**config.mk**
```make
export PLATFORM = sky130hd
export DESIGN_NAME = rtc_alarm_timer
export DESIGN_NICKNAME = d
export VERILOG_FILES = /design/src/rtl/rtc_pkg.sv /design/src/rtl/rtc_counter.sv /design/src/rtl/rtc_periodic.sv /design/src/rtl/rtc_regs.sv /design/src/rtl/rtc_alarm_timer.sv
export SDC_FILE = /design/constraint.sdc
export NUM_CORES = 1
export LEC_CHECK = 0
export ABC_CLOCK_PERIOD_IN_PS = 6000
export BUFFER_PORTS_ARGS = -buffer_cell sky130_fd_sc_hd__buf_4
export CORE_MARGIN = 3
export CORE_UTILIZATION = 65
export CTS_CLUSTER_DIAMETER = 30
export DETAILED_ROUTE_END_ITERATION = 6
export MAX_ROUTING_LAYER = met4
export PLACE_DENSITY = 0.86
export RECOVER_POWER = 100
export SYNTH_ARGS = -nofsm -noshare
export SYNTH_HDL_FRONTEND = slang
export SYNTH_SLANG_ARGS = --single-unit
```
**constraint.sdc**
```tcl
create_clock -name clk -period 6 [get_ports clk]
set_clock_uncertainty 0.2 [all_clocks]
set_input_delay 1.2 -clock clk [delete_from_list [all_inputs] [get_ports clk]]
set_output_delay 1.2 -clock clk [all_outputs]
set_load 0.1 [all_outputs]
```
**src/rtl/rtc_pkg.sv**
```systemverilog
// Package: register addresses, flag positions and shared widths for the
// real-time clock block. Assumes a 32-bit host data path.
package rtc_pkg;
    localparam int ADDR_W    = 4;
    localparam int DATA_W    = 32;
    localparam int NUM_FLAGS = 3;

    localparam logic [ADDR_W-1:0] A_CNT_LO = 4'd0;
    localparam logic [ADDR_W-1:0] A_CNT_HI = 4'd1;
    localparam logic [ADDR_W-1:0] A_ALM_LO = 4'd2;
    localparam logic [ADDR_W-1:0] A_ALM_HI = 4'd3;
    localparam logic [ADDR_W-1:0] A_RELOAD = 4'd4;
    localparam logic [ADDR_W-1:0] A_THRESH = 4'd5;
    localparam logic [ADDR_W-1:0] A_STATUS = 4'd6;
    localparam logic [ADDR_W-1:0] A_ENABLE = 4'd7;

    localparam int F_ALARM  = 0;
    localparam int F_PERIOD = 1;
    localparam int F_WRAP   = 2;
endpackage

```
**src/rtl/rtc_counter.sv**
```systemverilog
// Module: 40-bit time counter with an alarm compare and a wrap-warning
// compare. Each compare reports a one-cycle pulse when it becomes true.
// Assumes the tick is a one-cycle enable and that host writes override it.
module rtc_counter #(
    parameter int CNT_W  = 40,
    parameter int DATA_W = 32
) (
    input  logic              clk,
    input  logic              rst_n,
    input  logic              tick,
    input  logic              wr_lo,
    input  logic              wr_hi,
    input  logic [DATA_W-1:0] wdata,
    input  logic [CNT_W-1:0]  alarm,
    input  logic [DATA_W-1:0] thresh,
    output logic [CNT_W-1:0]  count,
    output logic              alarm_hit,
    output logic              wrap_hit
);
    localparam int HI_W = CNT_W - DATA_W;
    localparam logic [CNT_W-1:0] ONE = CNT_W'(1);

    logic [1:0] eq_now;
    logic [1:0] eq_q;

    // Counter: a host write takes priority over a tick.
    always_ff @(posedge clk) begin
        if (!rst_n) begin
            count <= '0;
        end else if (wr_lo || wr_hi) begin
            if (wr_lo) count[DATA_W-1:0]     <= wdata;
            if (wr_hi) count[CNT_W-1:DATA_W] <= wdata[HI_W-1:0];
        end else if (tick) begin
            count <= count + ONE;
        end
    end

    // Compare terms: alarm equality, and top byte all ones with the low word at the threshold.
    always_comb begin
        eq_now[0] = (count == alarm);
        eq_now[1] = (&count[CNT_W-1:DATA_W]) && (count[DATA_W-1:0] == thresh);
    end

    // Previous compare state, used to detect when a compare turns true.
    always_ff @(posedge clk) begin
        if (!rst_n) eq_q <= '0;
        else        eq_q <= eq_now;
    end

    assign alarm_hit = eq_now[0] & ~eq_q[0];
    assign wrap_hit  = eq_now[1] & ~eq_q[1];

    AST_CNT_STEP: assert property (@(posedge clk) disable iff (!rst_n)
        (tick && !wr_lo && !wr_hi) |=> (count == $past(count) + ONE));
    AST_CNT_HOLD: assert property (@(posedge clk) disable iff (!rst_n)
        (!tick && !wr_lo && !wr_hi) |=> $stable(count));
    AST_HIT_ONCE: assert property (@(posedge clk) disable iff (!rst_n)
        alarm_hit |=> !alarm_hit);
endmodule

```
**src/rtl/rtc_periodic.sv**
```systemverilog
// Module: periodic down-counter. It reloads at zero and pulses `expire`
// in the same cycle as the reload. Assumes the tick is a one-cycle enable.
module rtc_periodic #(
    parameter int PER_W = 16
) (
    input  logic             clk,
    input  logic             rst_n,
    input  logic             tick,
    input  logic             load,
    input  logic [PER_W-1:0] load_val,
    input  logic [PER_W-1:0] reload,
    output logic             expire
);
    localparam logic [PER_W-1:0] ONE = PER_W'(1);

    logic [PER_W-1:0] cnt;

    // Down-count with reload at zero; a host load restarts the period.
    always_ff @(posedge clk) begin
        if (!rst_n) begin
            cnt    <= '1;
            expire <= 1'b0;
        end else begin
            expire <= 1'b0;
            if (load) begin
                cnt <= load_val;
            end else if (tick) begin
                if (cnt == '0) begin
                    cnt    <= reload;
                    expire <= 1'b1;
                end else begin
                    cnt <= cnt - ONE;
                end
            end
        end
    end

    AST_PER_RELOAD: assert property (@(posedge clk) disable iff (!rst_n)
        (tick && !load && cnt == '0) |=> (cnt == $past(reload) && expire));
    AST_PER_DEC: assert property (@(posedge clk) disable iff (!rst_n)
        (tick && !load && cnt != '0) |=> (cnt == $past(cnt) - ONE && !expire));
endmodule

```
**src/rtl/rtc_regs.sv**
```systemverilog
// Module: host register file. It holds the alarm, threshold, reload value,
// enables, sticky status and the counter snapshot, and it builds the interrupt.
// Assumes one access per cycle with combinational read data.
module rtc_regs
    import rtc_pkg::*;
#(
    parameter int                CNT_W       = 40,
    parameter int                PER_W       = 16,
    parameter logic [DATA_W-1:0] WARN_RESET  = 32'hFFFF_8000
) (
    input  logic              clk,
    input  logic              rst_n,
    input  logic [ADDR_W-1:0] addr,
    input  logic              wr_en,
    input  logic              rd_en,
    input  logic [DATA_W-1:0] wdata,
    input  logic [CNT_W-1:0]  count,
    input  logic              alarm_hit,
    input  logic              wrap_hit,
    input  logic              per_expire,
    output logic              wr_cnt_lo,
    output logic              wr_cnt_hi,
    output logic              per_load,
    output logic [CNT_W-1:0]  alarm,
    output logic [DATA_W-1:0] thresh,
    output logic [PER_W-1:0]  reload,
    output logic [DATA_W-1:0] rdata,
    output logic              irq
);
    localparam int HI_W = CNT_W - DATA_W;

    logic [NUM_FLAGS-1:0] status;
    logic [NUM_FLAGS-1:0] enable;
    logic [NUM_FLAGS-1:0] set_v;
    logic [NUM_FLAGS-1:0] clr_v;
    logic [HI_W-1:0]      snap_hi;

    // Write strobes that leave this module.
    assign wr_cnt_lo = wr_en && (addr == A_CNT_LO);
    assign wr_cnt_hi = wr_en && (addr == A_CNT_HI);
    assign per_load  = wr_en && (addr == A_RELOAD);

    // Configuration registers written by the host.
    always_ff @(posedge clk) begin
        if (!rst_n) begin
            alarm  <= '1;
            thresh <= WARN_RESET;
            reload <= '1;
            enable <= '0;
        end else if (wr_en) begin
            case (addr)
                A_ALM_LO: alarm[DATA_W-1:0]     <= wdata;
                A_ALM_HI: alarm[CNT_W-1:DATA_W] <= wdata[HI_W-1:0];
                A_RELOAD: reload                <= wdata[PER_W-1:0];
                A_THRESH: thresh                <= wdata;
                A_ENABLE: enable                <= wdata[NUM_FLAGS-1:0];
                default:  ;
            endcase
        end
    end

    // Flag set and clear vectors.
    always_comb begin
        set_v           = '0;
        set_v[F_ALARM]  = alarm_hit;
        set_v[F_PERIOD] = per_expire;
        set_v[F_WRAP]   = wrap_hit;
        clr_v = (wr_en && addr == A_STATUS) ? wdata[NUM_FLAGS-1:0] : '0;
    end

    // Sticky status: a new event wins over a clear in the same cycle.
    always_ff @(posedge clk) begin
        if (!rst_n) status <= '0;
        else        status <= (status & ~clr_v) | set_v;
    end

    // Snapshot of the counter's top byte, taken on a low-word read.
    always_ff @(posedge clk) begin
        if (!rst_n)                          snap_hi <= '0;
        else if (rd_en && addr == A_CNT_LO)  snap_hi <= count[CNT_W-1:DATA_W];
    end

    // Read multiplexer.
    always_comb begin
        case (addr)
            A_CNT_LO: rdata = count[DATA_W-1:0];
            A_CNT_HI: rdata = DATA_W'(snap_hi);
            A_ALM_LO: rdata = alarm[DATA_W-1:0];
            A_ALM_HI: rdata = DATA_W'(alarm[CNT_W-1:DATA_W]);
            A_RELOAD: rdata = DATA_W'(reload);
            A_THRESH: rdata = thresh;
            A_STATUS: rdata = DATA_W'(status);
            A_ENABLE: rdata = DATA_W'(enable);
            default:  rdata = '0;
        endcase
    end

    assign irq = |(status & enable);

    AST_ALARM_FLAG: assert property (@(posedge clk) disable iff (!rst_n)
        alarm_hit |=> status[F_ALARM]);
    AST_WRAP_FLAG: assert property (@(posedge clk) disable iff (!rst_n)
        wrap_hit |=> status[F_WRAP]);
    AST_FLAG_STICKY: assert property (@(posedge clk) disable iff (!rst_n)
        1'b1 |=> ((($past(status) & ~$past(clr_v)) & ~status) == '0));
    AST_NO_SPURIOUS: assert property (@(posedge clk) disable iff (!rst_n)
        (set_v == '0) |=> ((status & ~$past(status)) == '0));
endmodule

```
**src/rtl/rtc_alarm_timer.sv**
```systemverilog
// Module: top level of the real-time clock. It joins the 40-bit counter,
// the periodic timer and the register file. Assumes both tick inputs are
// one-cycle enables synchronous to clk.
module rtc_alarm_timer
    import rtc_pkg::*;
#(
    parameter int CNT_W = 40,
    parameter int PER_W = 16
) (
    input  logic              clk,
    input  logic              rst_n,
    input  logic              rtc_tick,
    input  logic              per_tick,
    input  logic [ADDR_W-1:0] addr,
    input  logic              wr_en,
    input  logic              rd_en,
    input  logic [DATA_W-1:0] wdata,
    output logic [DATA_W-1:0] rdata,
    output logic              irq
);
    logic [CNT_W-1:0]  count;
    logic [CNT_W-1:0]  alarm;
    logic [DATA_W-1:0] thresh;
    logic [PER_W-1:0]  reload;
    logic              alarm_hit, wrap_hit, per_expire;
    logic              wr_cnt_lo, wr_cnt_hi, per_load;

    rtc_counter #(.CNT_W(CNT_W), .DATA_W(DATA_W)) u_cnt (
        .clk(clk), .rst_n(rst_n), .tick(rtc_tick),
        .wr_lo(wr_cnt_lo), .wr_hi(wr_cnt_hi), .wdata(wdata),
        .alarm(alarm), .thresh(thresh), .count(count),
        .alarm_hit(alarm_hit), .wrap_hit(wrap_hit)
    );

    rtc_periodic #(.PER_W(PER_W)) u_per (
        .clk(clk), .rst_n(rst_n), .tick(per_tick),
        .load(per_load), .load_val(wdata[PER_W-1:0]), .reload(reload),
        .expire(per_expire)
    );

    rtc_regs #(.CNT_W(CNT_W), .PER_W(PER_W)) u_regs (
        .clk(clk), .rst_n(rst_n), .addr(addr), .wr_en(wr_en), .rd_en(rd_en),
        .wdata(wdata), .count(count), .alarm_hit(alarm_hit),
        .wrap_hit(wrap_hit), .per_expire(per_expire),
        .wr_cnt_lo(wr_cnt_lo), .wr_cnt_hi(wr_cnt_hi), .per_load(per_load),
        .alarm(alarm), .thresh(thresh), .reload(reload),
        .rdata(rdata), .irq(irq)
    );
endmodule

```
-- Yosys cells after proc, flatten, opt, wreduce, memory -nomap -nowiden
Index checks and enable logic that the tools add are counted.
W data, S select, Z words.
- bits in registers: 161
- latch bits: 0
- bits in writable memories: 0
- bits in read-only memories: 0
- bits of input ports: 42
- memories kept: 0
- add/subtract/negate cells: 2
- multipliers: 0
- div/mod/pow operators: 0
- magnitude comparators: 0
- equality and inequality tests: 11
- shift operators: 0
- mux-type cells: 10
- bitwise logic cells: 10
- reductions and logical operators: 21
- operator list (operator ; count):
    $pmux W32 S8 ; 1
    $mux W40 ; 2
    $mux W16 ; 3
    $add A40 B1 Y40 const B ; 1
    $eq A40 B40 Y1 ; 1
    $eq A32 B32 Y1 ; 1
    $mux W32 ; 1
    $eq A4 B3 Y1 const B ; 4
    $logic_not A16 Y1 ; 1
    $sub A16 B1 Y16 const B ; 1
    $reduce_and A2 Y1 ; 7
    $eq A4 B2 Y1 const B ; 2
    $mux W8 ; 1
    $reduce_and A8 Y1 ; 1
    $and A3 B3 Y3 ; 2
    $logic_and A1 B1 Y1 ; 6
    $reduce_or A3 Y1 ; 2
    $eq A4 B1 Y1 const B ; 1
    $logic_not A4 Y1 ; 1
    $ne A2 B1 Y1 const B ; 2
    $not A1 Y1 ; 4
    $reduce_bool A2 Y1 ; 2
    $mux W3 ; 1
    $not A3 Y3 ; 1
    4 further kinds ; 5

-- Logic depth before layout (Yosys ltp)
Gate-level depths: netlist of the first run.
- word-level depth: 6
- gate-level depth with buffers: 9
- gate-level depth less buffers: 7

-- Cells and area by module
A second synthesis of the first run with hierarchy kept.
- cells, all modules: 1247
- area total of the unflattened synthesis: 9833.2 µm²
- modules (own cells, without submodules) (module ; times used ; cells an instance ; area each (µm²) ; sequential area each (µm²)):
    rtc_regs ; 1 ; 643 ; 5171.2 ; 2042.0
    rtc_counter ; 1 ; 452 ; 3448.3 ; 840.8
    rtc_periodic ; 1 ; 152 ; 1213.7 ; 340.3

-- Worst setup path before layout of the first run
No wires, ideal clock.
- kind: input -> output
- start point: input port addr[0]
- end point: output port rdata[1]
- arrival time: 4.243 ns
- setup slack: 0.357 ns
- cell stages on the path: 7
- path buffers: 2
- cells stage by stage: buf_1 > inv_1 > clkbuf_1 > nor2_1 > a22o_1 > a22oi_1 > o21ai_0
- cells in the longest elaborated chain, start to end: 2
- elaborated cells on any way between the ends: 9
- classes of those cells: eq/ne (7); mux (1); reduce/logical (1)
- RTL lines (what ; line ; text):
    start, declared ; rtc_alarm_timer.sv:14 ; input logic [ADDR_W-1:0] addr,
    $eq A4 B3 Y1 (tied with other cells) ; rtc_regs.sv:85 ; case (addr)
    $pmux W32 S8 (*) ; rtc_regs.sv:85 ;
    end, declared ; rtc_alarm_timer.sv:18 ; output logic [DATA_W-1:0] rdata,
Mark *: on every way between the ends. The rest lies on a longest branch, timed or not.

==> results.toml, run 1 <==
[die]
num_io_pins = 75
num_rows = 42
die_area_um2 = 15700
start_util_pct = 68.2
core-area_um2 = 13600
fp.dieH_um = 125
dieWidth_um = 125

[timing]
fin_crit_ns = 4.97
worst_slew_pin_slew_ns = 2.92
hold_ws_ns = 0.261
hold_viol = 0
post-route-period-util_pct = 82.9
slew_headroom_pct = -94.9
final_max_slew_viol_count = 63
setup_viol = 0
fmax_mhz = 201
fin_setup_tns_ns = 0
rsz0062_at_grt = "no"

[critical_path]
crit_fanout = 62
r2r_setup_slack_ns = 2.99
reg2reg_from = "u_cnt.count[7]$_SDFFE_PN0P_"
rr_worst_depth = 5
end_kind = "flip-flop"
worstPathRequired_ns = 6.18
r2r_end = "u_cnt.count[38]$_SDFFE_PN0P_"
critPathLaunch = "rst_n"
criticalPathCategory = "input port to flip-flop"
startpoint_type = "input port"
critPathArrivalTime_ns = 5.15

[route]
drcViolationCount = 1
wl_per_cell_um = 23.3
drt-initial-drc-count = 2060
first_pass_iters = 7
num_vias = 10100
ant_nets = 0
vias_per_cell = 7.13
wirelength_um = 32800

[synth]
synth_top_area_cell = "dfxtp_1"
syn-num-nets = 1278
synth-async-reset-ratio_pct = 0
synth_warnings = 0
syn_avg_cell_area_um2 = 7.50
ys_seq_area_share_pct = 34.8
synth_commonest_cells = "232 x nand2_1, 161 x dfxtp_1, 116 x nand3_1, 74 x clkbuf_1, 74 x xnor2_1"
synth_area_leaders = "dfxtp_1 35%, nand2_1 9.4%, xnor2_1 7.0%"
netlist.area_leader.share_pct = 34.8
syn_inst = 1233
ys_seq_elements = 161
yosysMostFrequentCell = "nand2_1"
synth_edf_count = 0
synth-main-ff-cell = "dfxtp_1"
synth_cell_type_count = 71
netlist_area_um2 = 9250

[place]
post-dp-hpwl_um = 22500
portBuffers = 74
gp_congestion = 0.988

[hold_path]
whs_path_depth = 2
min_from = "u_per.expire$_SDFF_PP0_"
holdCritPathClass = "flip-flop to flip-flop"
hold_end = "u_regs.status[1]$_SDFF_PN0_"

[clocking]
post_cts_buffers = 0
cts_tree = "built"
h-tree-depth = 4
cts-hold-fix-buffers = 0
cts_root_buf = "clkbuf_16"
numClockSinks = 161
clk_latency_ns = 0.44
clk_pin_slew_worst_paths_ns = 0.07
clk_path_buf_depth = 2
cts_buffers = 17
post_cts_resized = 0

[layout]
syn2layout_area_growth_pct = 10.8
n_antenna_cell = 0
nets = 1269
fin_util_pct = 75.6
drive_gt1_share_pct = 11.5

[global_route]
grt_max_degree = 63
globalRouteTotalUtil_pct = 41.8
grt_pass1_wl_um = 50700
antenna_found_initial = 0
grt_remaining_overflow = 0
grt_pass1_vias = 9026

[pwr]
ir_drop_mv = 0.220
power_leakage_nw = 4.02
power.density_nw_per_um2 = 262

[job]
cap_violations = 1

[outcome]
status = "complete, but fails checks"
violations = "design-rule violations, max-capacitance violations, max-slew violations"
layer usage:
metal	GRT usage (%)	part of all wire, %	up-vias
met3	12.2	16	139
met4	16.8	4.5	0
met5	-	0	-
li1	-	-	4371
met2	58.3	42	878
met1	57.0	37	4679
registers in the layout, indices dropped and copies added, names as in the netlist:
| name | count |
|---|---|
| u_regs.thresh | 32 |
| u_regs.reload | 16 |
| u_cnt.count | 40 |
| u_per.expire | 1 |
| u_regs.enable | 3 |
| u_per.cnt | 16 |
| u_regs.alarm | 40 |
| u_regs.snap_hi | 8 |
| u_cnt.eq_q | 2 |
| u_regs.status | 3 |
stage by stage:
step | cell area (µm²) | power, W | setup slack (ns) | instances
global placement | 9640 | 0.00151 | 1.54 | 1381
detailed placement | 9640 | 0.00152 | 1.48 | 1381
global route | 10200 | 0.00274 | 0.801 | 1412
CTS | 10300 | 0.00267 | 1.43 | 1412
floorplan | 9250 | 0.00141 | 0.357 | 1233
finish | 10200 | 0.00269 | 1.03 | 1412
cell usage in the layout, fill, tap and decap left out, drive strengths merged, types with 4 or more instances in the layout:
cell,n
a211oi,7
a21o,5
a21oi,67
a222oi,19
a22o,4
a22oi,40
a311oi,5
a31oi,5
and2,12
and3,16
and4,8
buf,90
bufinv,4
clkbuf,21
clkinv,5
dfxtp,161
inv,33
mux2,4
mux2i,17
nand2,232
nand2b,8
nand3,116
nand4,33
nor2,65
nor3,28
nor4,20
o211ai,9
o21ai,48
o22ai,8
o311ai,4
or4,8
xnor2,74
xor2,5
power breakdown:
part / internal [W] / switching, W / total (W) / leakage (nW)
registers: 0.00110 / 0.0000522 / 0.00115 / 1.31
logic: 0.000109 / 0.000253 / 0.000362 / 2.41
clock network: 0.000708 / 0.000466 / 0.00117 / 0.300
total: 0.00191 / 0.000771 / 0.00269 / 4.02
logic make-up after synthesis:
family	count (synthesis)	share of synthesized area [%]
AO/OA/AOI/OAI	256	18.8
XOR/XNOR	79	7.48
adder cells (fa/ha/maj)	3	0.406
buffers and inverters	152	7.17
flip-flops	161	34.8
multiplexers	21	2.50
AND/OR/NAND/NOR	561	28.8
how the worst max path moves through the flow:
| stage | to | slack [ns] | depth (start not counted) |
|---|---|---|---|
| finish | u_cnt.count[38]$_SDFFE_PN0P_ | 1.03 | 6 |
| global route | u_cnt.count[34]$_SDFFE_PN0P_ | 0.80 | 6 |
| CTS | rdata[1] | 1.43 | 7 |
| detailed placement | rdata[1] | 1.48 | 7 |
| global placement | rdata[1] | 1.54 | 7 |
| floorplan | rdata[1] | 0.36 | 7 |
cell type report:
class,instances,area [µm²]
Inverter,32,120
Sequential cell,161,3220
Multi-Input combinational cell,920,5380
Timing Repair Buffer,92,683
Clock inverter,12,184
Tap cell,176,220
Clock buffer,19,443
Fill cell,1021,3310
critical path: stages:
cell	delay, ns
clkbuf_1	2.03
inv_1	0.68
buf_4	0.60
nor2_1	0.27
o311ai_0	0.20
nand3_1	0.11
No activity file was read; power rests on OpenSTA's default activity.
==> run 2: changes to the inputs <==
Settings changed: ABC_CLOCK_PERIOD_IN_PS 6000 to 4600, CORE_UTILIZATION 65 to 61, PLACE_DENSITY 0.86 to 0.81.
Clock period 6 ns to 4.6 ns, I/O delays scaled along.
==> results.toml, run 2 (synthesis results as in run 1) <==
[outcome]
status = "complete, but fails checks"
violations = "design-rule violations, max-capacitance violations, max-slew violations"

[die]
num_rows = 44
fp.dieH_um = 129
core-area_um2 = 14700
num_io_pins = 75
dieWidth_um = 129
die_area_um2 = 16700
start_util_pct = 62.9

[place]
gp_congestion = 1.01
portBuffers = 74
place_area_um2 = 9680
post-dp-hpwl_um = 23100

[layout]
n_antenna_cell = 0
syn2layout_area_growth_pct = 9.36
nFillCells = 1279
drive_gt1_share_pct = 10.6
fin_util_pct = 68.8
final_common_cell = "nand2_1"
final_cell_mix = "232 x nand2_1, 161 x dfxtp_1, 116 x nand3_1"
reg_top3 = "u_cnt.count x40, u_regs.alarm x40, u_regs.thresh x32"
nets = 1273
stdcell_area_um2 = 10100

[clocking]
clk_pin_slew_worst_paths_ns = 0.06
cts-hold-fix-buffers = 0
cts_root_buf = "clkbuf_16"
cts_tree = "built"
numClockSinks = 161
post_cts_resized = 0
post_cts_buffers = 0
h-tree-depth = 4
cts_buffers = 17
clk_latency_ns = 0.44
clk_path_buf_depth = 2

[route]
vias_per_cell = 6.94
drt-initial-drc-count = 1607
ant_nets = 0
wirelength_um = 33000
drcViolationCount = 1
num_vias = 9883
wl_per_cell_um = 23.2
first_pass_iters = 7

[critical_path]
crit_fanout = 22
startpoint_type = "input port"
reg2reg_from = "u_per.cnt[2]$_SDFFE_PN1P_"
worstPathRequired_ns = 3.48
r2r_end = "u_per.cnt[3]$_SDFFE_PN1P_"
critPathArrivalTime_ns = 3.01
rr_worst_depth = 5
end_kind = "output pin"
r2r_setup_slack_ns = 0.97
criticalPathCategory = "input port to output pin"

[global_route]
globalRouteTotalUtil_pct = 40.1
grt_remaining_overflow = 0
grt_max_degree = 64
met1_usage_pct = 56.1
grt_pass1_wl_um = 50000
use_met2_pct = 55.8
antenna_found_initial = 0
grt_pass1_vias = 8749
grtUsageMet3_pct = 11.5
grt-busiest-layer = "met1"

[timing]
hold_viol = 0
fmax_mhz = 242
setup_viol = 0
slew_headroom_pct = -19.4
hold_ws_ns = 0.243
rsz0062_at_grt = "no"
post-route-period-util_pct = 89.8
worst_slew_pin_slew_ns = 1.79
fin_setup_tns_ns = 0
fin_crit_ns = 4.13
final_max_slew_viol_count = 31

[pwr]
power_w = 0.00336
ir_drop_mv = 0.292
power_leakage_nw = 3.96
power.density_nw_per_um2 = 333

[hold_path]
whs_path_depth = 2
holdCritPathClass = "flip-flop to flip-flop"
min_from = "u_per.expire$_SDFF_PP0_"
hold_end = "u_regs.status[1]$_SDFF_PN0_"

[job]
cap_violations = 1
[run 2: changes by cell type in the layout (fill, tap and decap cells not counted), sizes merged]
cell / change
clkbuf: +32
buf: -25
bufinv: -2
clkinvlp: -1
[run 2: report_power, final]
part           internal (W)  switching [W]
clock network      0.000811       0.000589
logic              0.000135       0.000331
registers           0.00143      0.0000671
[run 2: final cells by class]
type | instances | area, µm² | area share (%)
Tap cell | 184 | 230 | 2.28
Clock inverter | 9 | 109 | 1.08
Sequential cell | 161 | 3220 | 31.9
Multi-Input combinational cell | 920 | 5350 | 52.9
Timing Repair Buffer | 96 | 631 | 6.23
Inverter | 32 | 120 | 1.19
Clock buffer | 22 | 454 | 4.49
[run 2: per-layer routing]
layer,routed length [µm],part of all wire [%],up-vias
met4,1130,3.4,0
met2,14000,42,782
met1,12900,39,4600
met5,0,0,-
met3,5010,15,114
li1,-,-,4387
[run 2: how the worst max path moves through the flow]
| stage | startpoint | slack [ns] | depth (start not counted) | endpoint |
|---|---|---|---|---|
| finish | addr[3] | 0.47 | 7 | rdata[21] |
| global route | addr[3] | 0.38 | 7 | rdata[21] |
| CTS | addr[0] | 0.87 | 7 | rdata[0] |
| detailed placement | addr[0] | 0.88 | 7 | rdata[0] |
| global placement | addr[0] | 0.91 | 7 | rdata[0] |
| floorplan | addr[1] | 0.18 | 6 | rdata[0] |
[run 2: stage by stage]
step | std cells | worst slack, ns
6_report | 1424 | 0.468
5_1_grt | 1424 | 0.376
4_1_cts | 1424 | 0.867
3_5_place_dp | 1393 | 0.879
3_3_place_gp | 1393 | 0.911
2_1_floorplan | 1233 | 0.182
[run 2: critical path, stage by stage]
cell	delay, ns
clkbuf_1	0.15
nand2b_1	0.25
nor2_1	0.59
buf_4	0.40
a222oi_1	0.14
inv_1	0.09
clkbuf_2	0.46
==> run 3: changes to the inputs <==
Settings changed: CORE_ASPECT_RATIO set to 0.8.
==> results.toml, run 3 (synthesis results as in run 1) <==
[global_route]
grt_max_degree = 57
grt_pass1_wl_um = 48600
grt_remaining_overflow = 0
grt_pass1_vias = 8564
antenna_found_initial = 1
globalRouteTotalUtil_pct = 38.4

[route]
ant_nets = 0
vias_per_cell = 6.79
num_vias = 9666
first_pass_iters = 7
drt-initial-drc-count = 1610
wl_per_cell_um = 21.5
wirelength_um = 30500
drcViolationCount = 5

[layout]
drive_gt1_share_pct = 10.5
final_common_cell = "nand2_1"
final_cell_mix = "232 x nand2_1, 161 x dfxtp_1, 116 x nand3_1"
syn2layout_area_growth_pct = 9.10
reg_top3 = "u_cnt.count x40, u_regs.alarm x40, u_regs.thresh x32"
nets = 1273

[timing]
rsz0062_at_grt = "no"
final_max_slew_viol_count = 66
setup_ws_ns = 0.537
fmax_mhz = 246
worst_slew_pin_slew_ns = 1.72
slew_headroom_pct = -14.8
fin_setup_tns_ns = 0
hold_ws_ns = 0.257
fin_crit_ns = 4.06
post-route-period-util_pct = 88.3
setup_viol = 0
hold_viol = 0

[clocking]
cts_root_buf = "clkbuf_16"
h-tree-depth = 4
post_cts_resized = 0
clk_pin_slew_worst_paths_ns = 0.06
clk_latency_ns = 0.43
cts-hold-fix-buffers = 0
numClockSinks = 161
cts_buffers = 17
clk_path_buf_depth = 2
post_cts_buffers = 0
cts_tree = "built"

[place]
place_ws_ns = 0.813
gp_congestion = 0.960
portBuffers = 74
post-dp-hpwl_um = 21400

[die]
dieWidth_um = 144
fp.dieH_um = 116
core-area_um2 = 14500
start_util_pct = 63.6
num_io_pins = 75
die_area_um2 = 16700
num_rows = 39

[critical_path]
startpoint_type = "input port"
crit_fanout = 33
critPathArrivalTime_ns = 2.94
critPathCapture = "rdata[2]"
critPathLaunch = "addr[2]"
rr_worst_depth = 5
r2r_setup_slack_ns = 1.39
end_kind = "output pin"
r2r_end = "u_per.cnt[4]$_SDFFE_PN1P_"
reg2reg_from = "u_per.cnt[2]$_SDFFE_PN1P_"
worstPathRequired_ns = 3.48
criticalPathCategory = "input port to output pin"

[pwr]
p_switching_w = 0.000950
pwr-share-clk_pct = 41.1
intPower_w = 0.00236
power_leakage_nw = 3.95
seqPwrFrac_pct = 45.0
comb_power_share_pct = 13.9
ir_drop_mv = 0.270
power.density_nw_per_um2 = 328
switching_share_pct = 28.7

[hold_path]
holdCritPathClass = "flip-flop to flip-flop"
min_from = "u_regs.snap_hi[3]$_SDFFE_PN0P_"

[job]
cap_violations = 2

[outcome]
status = "complete, but fails checks"
violations = "design-rule violations, max-capacitance violations, max-slew violations"
==> run 3: metal layers <==
layer	routed length [µm]	vias up	track usage (%)
li1	-	4393	-
met2	13000	693	53.8
met3	4160	70	8.72
met5	0	-	-
met1	12500	4510	54.6
met4	875	0	13.0
==> run 3: worst min-delay path by stage <==
stage / slack, ns / cells after the start / end
after floorplan: 0.21 / 2 / u_regs.status[1]$_SDFF_PN0_
after global placement: 0.25 / 2 / u_regs.snap_hi[4]$_SDFFE_PN0P_
after detailed placement: 0.25 / 2 / u_regs.status[1]$_SDFF_PN0_
after CTS: 0.26 / 2 / u_regs.snap_hi[4]$_SDFFE_PN0P_
after global routing: 0.28 / 2 / u_regs.snap_hi[3]$_SDFFE_PN0P_
final: 0.26 / 2 / u_regs.snap_hi[3]$_SDFFE_PN0P_
==> run 3: power by group through the flow <==
stage               Combinational [W]  Clock [W]  Sequential, W
floorplan                    0.000352          0        0.00149
global placement             0.000458          0        0.00152
detailed placement           0.000463          0        0.00152
CTS                          0.000466    0.00136        0.00149
global route                 0.000488    0.00142        0.00150
finish                       0.000460    0.00136        0.00149
==> run 3: per-stage QoR <==
stage               cells  area [µm²]  power (W)  utilization (%)
floorplan            1233        9250    0.00184                -
global placement     1393        9700    0.00198             66.7
detailed placement   1393        9700    0.00198             66.7
CTS                  1422       10200    0.00331             70.4
global route         1423       10100    0.00340             69.4
finish               1423       10100    0.00331             69.4
==> run 3: critical path, stage by stage <==
cell	delay, ns
clkbuf_1	0.17
or2_0	0.37
nor3b_4	0.22
buf_4	0.40
a222oi_1	0.22
o21ai_1	0.15
clkbuf_2	0.48
==> run 3: layout make-up <==
cell class,instances,area [µm²]
multi-input combinational,920,5370
fill,1257,4450
sequential,161,3220
timing repair buffer,96,611
clock buffer,21,450
tap,184,230
inverter,32,120
clock inverter,8,90.1
antenna,1,2.50
